===== src/rtl/shf_pkg.sv =====
package shf_pkg;

    localparam int unsigned WORD_W = 32;

    typedef enum logic [2:0] {
        OP_SLL = 3'd0,
        OP_SRL = 3'd1,
        OP_SRA = 3'd2,
        OP_ROL = 3'd3,
        OP_ROR = 3'd4
    } shf_op_e;

    typedef struct packed {
        logic legal;
        logic left;
        logic rotate;
        logic arith;
    } shf_ctl_t;

    function automatic shf_ctl_t decode_op(input logic [2:0] code);
        shf_ctl_t c;
        c = '0;
        case (code)
            OP_SLL: begin c.legal = 1'b1; c.left = 1'b1; end
            OP_SRL: begin c.legal = 1'b1; end
            OP_SRA: begin c.legal = 1'b1; c.arith = 1'b1; end
            OP_ROL: begin c.legal = 1'b1; c.left = 1'b1; c.rotate = 1'b1; end
            OP_ROR: begin c.legal = 1'b1; c.rotate = 1'b1; end
            default: c = '0;
        endcase
        return c;
    endfunction

endpackage


===== src/rtl/shf_amount.sv =====
module shf_amount
    import shf_pkg::*;
#(
    parameter int unsigned W = WORD_W
) (
    input  shf_ctl_t               ctl_i,
    input  logic                   use_imm_i,
    input  logic [W-1:0]           cnt_reg_i,
    input  logic [$clog2(W)-1:0]   cnt_imm_i,
    output logic [$clog2(W)-1:0]   amt_o,
    output logic                   flush_o
);
    localparam int unsigned AW = $clog2(W);
    localparam int unsigned RW = AW + 1;

    logic unused_cnt_hi;
    assign unused_cnt_hi = ^cnt_reg_i[W-1:RW];

    // Stage amount: immediate field or low count bits.
    assign amt_o = use_imm_i ? cnt_imm_i : cnt_reg_i[AW-1:0];

    // Extra count bit only matters for register-count shifts.
    assign flush_o = !use_imm_i && !ctl_i.rotate && cnt_reg_i[AW];
endmodule


===== src/rtl/shf_barrel.sv =====
module shf_barrel
    import shf_pkg::*;
#(
    parameter int unsigned W = WORD_W
) (
    input  logic [W-1:0]         data_i,
    input  logic [$clog2(W)-1:0] amt_i,
    input  logic                 left_i,
    input  logic                 rotate_i,
    input  logic                 arith_i,
    output logic [W-1:0]         data_o
);
    localparam int unsigned AW = $clog2(W);

    logic [AW:0][W-1:0] stage;
    logic               sign_fill;

    assign sign_fill = arith_i & data_i[W-1];
    assign stage[0]  = data_i;

    for (genvar s = 0; s < AW; s++) begin : g_stage
        localparam int unsigned D = 1 << s;
        logic [D-1:0] lfill;
        logic [D-1:0] rfill;
        logic [W-1:0] lmove;
        logic [W-1:0] rmove;

        assign lfill = rotate_i ? stage[s][W-1 -: D] : '0;
        assign rfill = rotate_i ? stage[s][D-1:0]    : {D{sign_fill}};
        assign lmove = {stage[s][W-1-D:0], lfill};
        assign rmove = {rfill, stage[s][W-1:D]};
        assign stage[s+1] = amt_i[s] ? (left_i ? lmove : rmove) : stage[s];
    end

    assign data_o = stage[AW];
endmodule


===== src/rtl/shf_unit.sv =====
module shf_unit
    import shf_pkg::*;
#(
    parameter int unsigned W = WORD_W
) (
    input  logic                 clk,
    input  logic                 rst,
    input  logic                 in_valid,
    input  logic [2:0]           op,
    input  logic                 use_imm,
    input  logic [W-1:0]         data,
    input  logic [W-1:0]         cnt_reg,
    input  logic [$clog2(W)-1:0] cnt_imm,
    output logic                 out_valid,
    output logic [W-1:0]         result
);
    localparam int unsigned AW = $clog2(W);

    typedef struct packed {
        logic         vld;
        logic [W-1:0] val;
    } out_reg_t;

    shf_ctl_t      ctl;
    logic [AW-1:0] amt;
    logic          flush;
    logic [W-1:0]  moved;
    logic [W-1:0]  next_val;
    out_reg_t      q;

    assign ctl = decode_op(op);

    shf_amount #(.W(W)) u_amount (
        .ctl_i     (ctl),
        .use_imm_i (use_imm),
        .cnt_reg_i (cnt_reg),
        .cnt_imm_i (cnt_imm),
        .amt_o     (amt),
        .flush_o   (flush)
    );

    shf_barrel #(.W(W)) u_barrel (
        .data_i   (data),
        .amt_i    (amt),
        .left_i   (ctl.left),
        .rotate_i (ctl.rotate),
        .arith_i  (ctl.arith),
        .data_o   (moved)
    );

    always_comb begin
        if (!ctl.legal)
            next_val = '0;
        else if (flush)
            next_val = {W{ctl.arith & data[W-1]}};
        else
            next_val = moved;
    end

    always_ff @(posedge clk) begin
        if (rst) begin
            q <= '0;
        end else begin
            q.vld <= in_valid;
            if (in_valid)
                q.val <= next_val;
        end
    end

    assign out_valid = q.vld;
    assign result    = q.val;

    a_r1_reset_clear: assert property (@(posedge clk)
        rst |=> (!out_valid && result == '0));

    a_r2_valid_high: assert property (@(posedge clk) disable iff (rst)
        in_valid |=> out_valid);

    a_r2_valid_low: assert property (@(posedge clk) disable iff (rst)
        !in_valid |=> !out_valid);

    a_r3_reserved_zero: assert property (@(posedge clk) disable iff (rst)
        (in_valid && op > 3'd4) |=> result == '0);

    a_r5_flush_logical: assert property (@(posedge clk) disable iff (rst)
        (in_valid && !use_imm && (op == OP_SLL || op == OP_SRL) && cnt_reg[AW])
        |=> result == '0);

    a_r5_flush_arith: assert property (@(posedge clk) disable iff (rst)
        (in_valid && !use_imm && op == OP_SRA && cnt_reg[AW])
        |=> result == {W{$past(data[W-1])}});

    a_r8_rotate_popcount: assert property (@(posedge clk) disable iff (rst)
        (in_valid && (op == OP_ROL || op == OP_ROR))
        |=> $countones(result) == $countones($past(data)));

    a_r9_rotate_zero: assert property (@(posedge clk) disable iff (rst)
        (in_valid && (op == OP_ROL || op == OP_ROR) &&
         (use_imm ? (cnt_imm == '0) : (cnt_reg[AW-1:0] == '0)))
        |=> result == $past(data));

    a_r10_hold: assert property (@(posedge clk) disable iff (rst)
        !in_valid |=> $stable(result));
endmodule


===== config.mk =====
export PLATFORM = sky130hd
export DESIGN_NAME = shf_unit
export DESIGN_NICKNAME = d
export VERILOG_FILES = /design/src/rtl/shf_pkg.sv /design/src/rtl/shf_amount.sv /design/src/rtl/shf_barrel.sv /design/src/rtl/shf_unit.sv
export SDC_FILE = /design/constraint.sdc
export NUM_CORES = 1
export LEC_CHECK = 0
export ABC_AREA = 1
export BUFFER_PORTS_ARGS = -buffer_cell sky130_fd_sc_hd__buf_2
export CAP_MARGIN = 0
export CORE_MARGIN = 2
export CORE_UTILIZATION = 45
export CTS_CLUSTER_DIAMETER = 50
export DETAILED_ROUTE_END_ITERATION = 8
export HOLD_SLACK_MARGIN = 0.02
export PLACE_DENSITY = 0.76
export SETUP_SLACK_MARGIN = 0.5
export SYNTH_ARGS = -nofsm -noshare
export SYNTH_HDL_FRONTEND = slang
export SYNTH_SLANG_ARGS = --single-unit
export TNS_END_PERCENT = 50

===== constraint.sdc =====
create_clock -name clk -period 2.41 [get_ports clk]
set_input_delay 0.482 -clock clk [delete_from_list [all_inputs] [get_ports clk]]
set_output_delay 0.482 -clock clk [all_outputs]
set_load 0.01 [all_outputs]

==> reports/qor.tcl <==
set qor(crit_path_end_kind) {register}
set qor(place_area_um2) 6760
set qor(hold_path_depth) 2
set qor(timing_max_transition_violations_final) 0
set qor(chipWidth_um) 116
set qor(synth_largest_type_area_fraction_pct) 35.9
set qor(peak_vdd_ir_v) 0.000262
set qor(worst_path_max_delay_cell) {sky130_fd_sc_hd__nand2_8}
set qor(synth_fp_nets) 1167
set qor(pin_count) 109
set qor(timing.final.hold_violations) 0
set qor(worstSetupPathDepth) 19
set qor(cellLeakagePower_uw) 0.00411
set qor(avgRoutedWirePerCell_um) 19.2
set qor(die_area_um2) 13500
set qor(place_congestion) 1.07
set qor(setup.worst_path.class) {input pin to register}
set qor(power.density_nw_per_um2) 414
set qor(antenna-diode-count) 0
set qor(areaGrowthSynthToFinish_pct) 47.6
set qor(clk_path_buf_depth) 2
set qor(clk-insertion-delay-late_ps) 270
set qor(layout.filler_cells) 981
set qor(synth.yosys.seq_area_share_pct) 11.6
set qor(syn-mean-instance-area_um2) 5.21
set qor(worstPathArrival_ps) 2470
set qor(ctsRootBufferMaster) {sky130_fd_sc_hd__clkbuf_16}
set qor(ys_dominant_reg_cell) {sky130_fd_sc_hd__dfxtp_1}
set qor(p_total_uw) 3480
set qor(grt_max_degree) 34
set qor(number_of_buffer_and_inverter_stages_on_the_critical_path) 3
set qor(post-route-period-util_pct) 97.0
set qor(detailedRoute.firstIterationViolations) 1472
set qor(gr-usage-all-layers_pct) 35.1
set qor(fmaxAchievable_mhz) 428
set qor(worst_path_clk_slew_ps) 50
set qor(crit-reg2reg-launch) {result[25]}
set qor(synth_edf_count) 0
set qor(storage_cell_area_um2) 661
set qor(numPortBuffers) 82
set qor(synthMostInstantiatedCell) {sky130_fd_sc_hd__nand3_1}
set qor(cts_buffers) 5
set qor(synthArstFlopShare_pct) 0
set qor(global_route.overflow_total) 0
set qor(drt_pre_antenna_iters) 9
set qor(netlist_top_cells_count) {sky130_fd_sc_hd__nand3_1, sky130_fd_sc_hd__nand2_1, sky130_fd_sc_hd__inv_1, sky130_fd_sc_hd__buf_2}
set qor(netlist_area_um2) 5680
set qor(final_net_count) 1277
set qor(drcViolationCount) 49
set qor(clock_skew_ps) 0
set qor(total_non_filler_cell_area_in_the_finished_layout_um2) 8390
set qor(worstReg2RegEnd) {result[25]}
set qor(worstMarginPinSlew_ps) 652
set qor(die_y_um) 116
set qor(critical_path.cell_chain) {buf_6 > nor2_4 > nand2_4 > nand2_8 > buf_12 > nand2_1 > nand3_2 > buf_4 > nand2_1 > nand2_1 > nand3_1 > nand3_2 > nand3_1 > nand3_2 > nand2_1 > nand2_1 > nand3_1 > nand2_2 > a21oi_2}
set qor(final_layout_size_suffix_gt1_share_pct) 40.0
set qor(core_region_area_um2) 12500
set qor(first_global_vias) 7916
set qor(timing.critical_path.slowest_cell_delay_ps) 150
set qor(synth_seq_cells) 33
set qor(timing.critical_path.from_type) {input pin}
set qor(hp-class) {register to register}
set qor(startpoint) {op[1]}
set qor(initial_utilization_pct) 45.6
set qor(antenna_violating_nets_post_route) 0
set qor(report.final.setup_viol) 0
set qor(max-cap-violations) 0
set qor(worst_setup_path_endpoint) {result[8]}
set qor(status) {finished with violations}
set qor(routed_wl_mm) 26.3
set qor(number_of_cell_rows) 41
set qor(grt_setup_unrepaired) {yes}
set qor(via_count) 8813
set qor(failed_checks) {DRC}
set qor(netlist-cell-type-count) 26
set qor(path_max_fanout) 7
set qor(placed_wire_length_estimate_after_detailed_placement_mm) 16.1
set qor(post_synth_main_area_contributors) {sky130_fd_sc_hd__nand3_1, sky130_fd_sc_hd__nand2_1, sky130_fd_sc_hd__dfxtp_1}
set qor(synthDominantAreaCellType) {sky130_fd_sc_hd__nand3_1}
set qor(path_delay_family) {simple AND/OR/NAND/NOR gates}
set qor(first_pass_grt_wire_length_mm) 37.8
set qor(h-tree-depth) 2
set qor(reg2reg_depth) 2
set qor(number_of_warnings_reported_in_the_yosys_synthesis_log) 0
set qor(initial_antenna_violation_count) 0
set qor(multi_input_area_um2) 5540
set qor(route.detailed.vias_per_inst) 6.41
set qor(crit_top_cell) {sky130_fd_sc_hd__nand2_1}
set qor(slew_headroom_pct) 56.5
set qor(timing.critical_path.required_ps) 2540
set qor(finalCriticalPeriod_ps) 2340
set qor(reg2reg_slack_ps) 1710
set qor(synthesis.instances) 1091
set qor(cts_num_sinks) 33
set qor(cts_tree) {built}
[kinds of logic (layout without fill, tap and decap cells)]
kind of cell / after synthesis / in the layout / share of synthesized area [%]
AND/OR/NAND/NOR: 864 / 864 / 70.7
AO/OA/AOI/OAI: 57 / 57 / 5.44
buffers and inverters: 137 / 248 / 12.3
flip-flops: 33 / 33 / 11.6
[registers in the layout, summed over array words and instances, names as in the netlist]
name and cells:
out_valid 1, result 32
[metal layers]
layer  GRT usage, %  vias to the layer above  wire length (um)
li1               -                     3879                 -
met1           42.1                     3895              9080
met2           57.8                      769             11600
met3           7.63                      270              3380
met4           20.6                        0              2270
met5              0                        -                 0
[stage by stage]
stage               setup slack (ps)  hold slack (ps)  setup TNS, ps  instances  utilization, %
floorplan                        379              484              0       1091               -
global placement                -183              451          -3310       1349            54.2
detailed placement              -204              452          -4690       1349            54.2
CTS                              212              457              0       1370            63.5
global route                    -121              488           -402       1374            67.3
finish                          72.1              460              0       1374            67.3
[worst min-delay path, stage by stage, from the launching register on]
cell	delay [ps]
sky130_fd_sc_hd__dfxtp_1	300
sky130_fd_sc_hd__nand2_1	60
sky130_fd_sc_hd__a21oi_1	50
[layout make-up]
class / instances / area share (%)
tap: 172 / 2.56
clock buffer: 5 / 1.49
timing repair buffer: 184 / 19.1
multi-input combinational: 921 / 66.0
sequential: 33 / 7.87
clock inverter: 3 / 0.209
inverter: 56 / 2.71
[how the worst min path moves through the flow]
stage / from / to
2_1_floorplan: result[27] / result[27]
3_3_place_gp: result[31] / result[31]
3_5_place_dp: result[10] / result[10]
4_1_cts: result[10] / result[10]
5_1_grt: result[1] / result[1]
6_report: result[31] / result[31]
[cell usage in the layout (no fill, tap or decap), types with 4 or more instances in the layout]
cell / instances
sky130_fd_sc_hd__nand2_1: 324
sky130_fd_sc_hd__nand3_1: 255
sky130_fd_sc_hd__nand3_2: 167
sky130_fd_sc_hd__buf_2: 79
sky130_fd_sc_hd__buf_4: 71
sky130_fd_sc_hd__nand2_2: 67
sky130_fd_sc_hd__inv_1: 50
sky130_fd_sc_hd__dfxtp_1: 33
sky130_fd_sc_hd__a21oi_1: 29
sky130_fd_sc_hd__nand3_4: 21
sky130_fd_sc_hd__buf_12: 19
sky130_fd_sc_hd__nor2_1: 13
sky130_fd_sc_hd__o21ai_1: 10
sky130_fd_sc_hd__a21oi_2: 10
sky130_fd_sc_hd__nand2_4: 8
sky130_fd_sc_hd__buf_16: 6
sky130_fd_sc_hd__buf_6: 6
sky130_fd_sc_hd__clkbuf_16: 5
sky130_fd_sc_hd__o21ai_2: 4
[where the power goes]
part | internal (uW) | leakage (uW) | switching (uW)
combinational | 815 | 0.00377 | 1450
clock | 378 | 0.0000696 | 231
sequential | 582 | 0.000269 | 17.8
total | 1780 | 0.00411 | 1700
[timing repair]
item | CTS | global route
buffers inserted | 6 | 4
gates resized for setup | 172 | 91
pin swaps | 58 | 27
hold buffers | 0 | 0
cloned | 7 | 0
setup endpoints to repair | 32 | 32
Note: power is estimated with default switching activity, not from simulation.
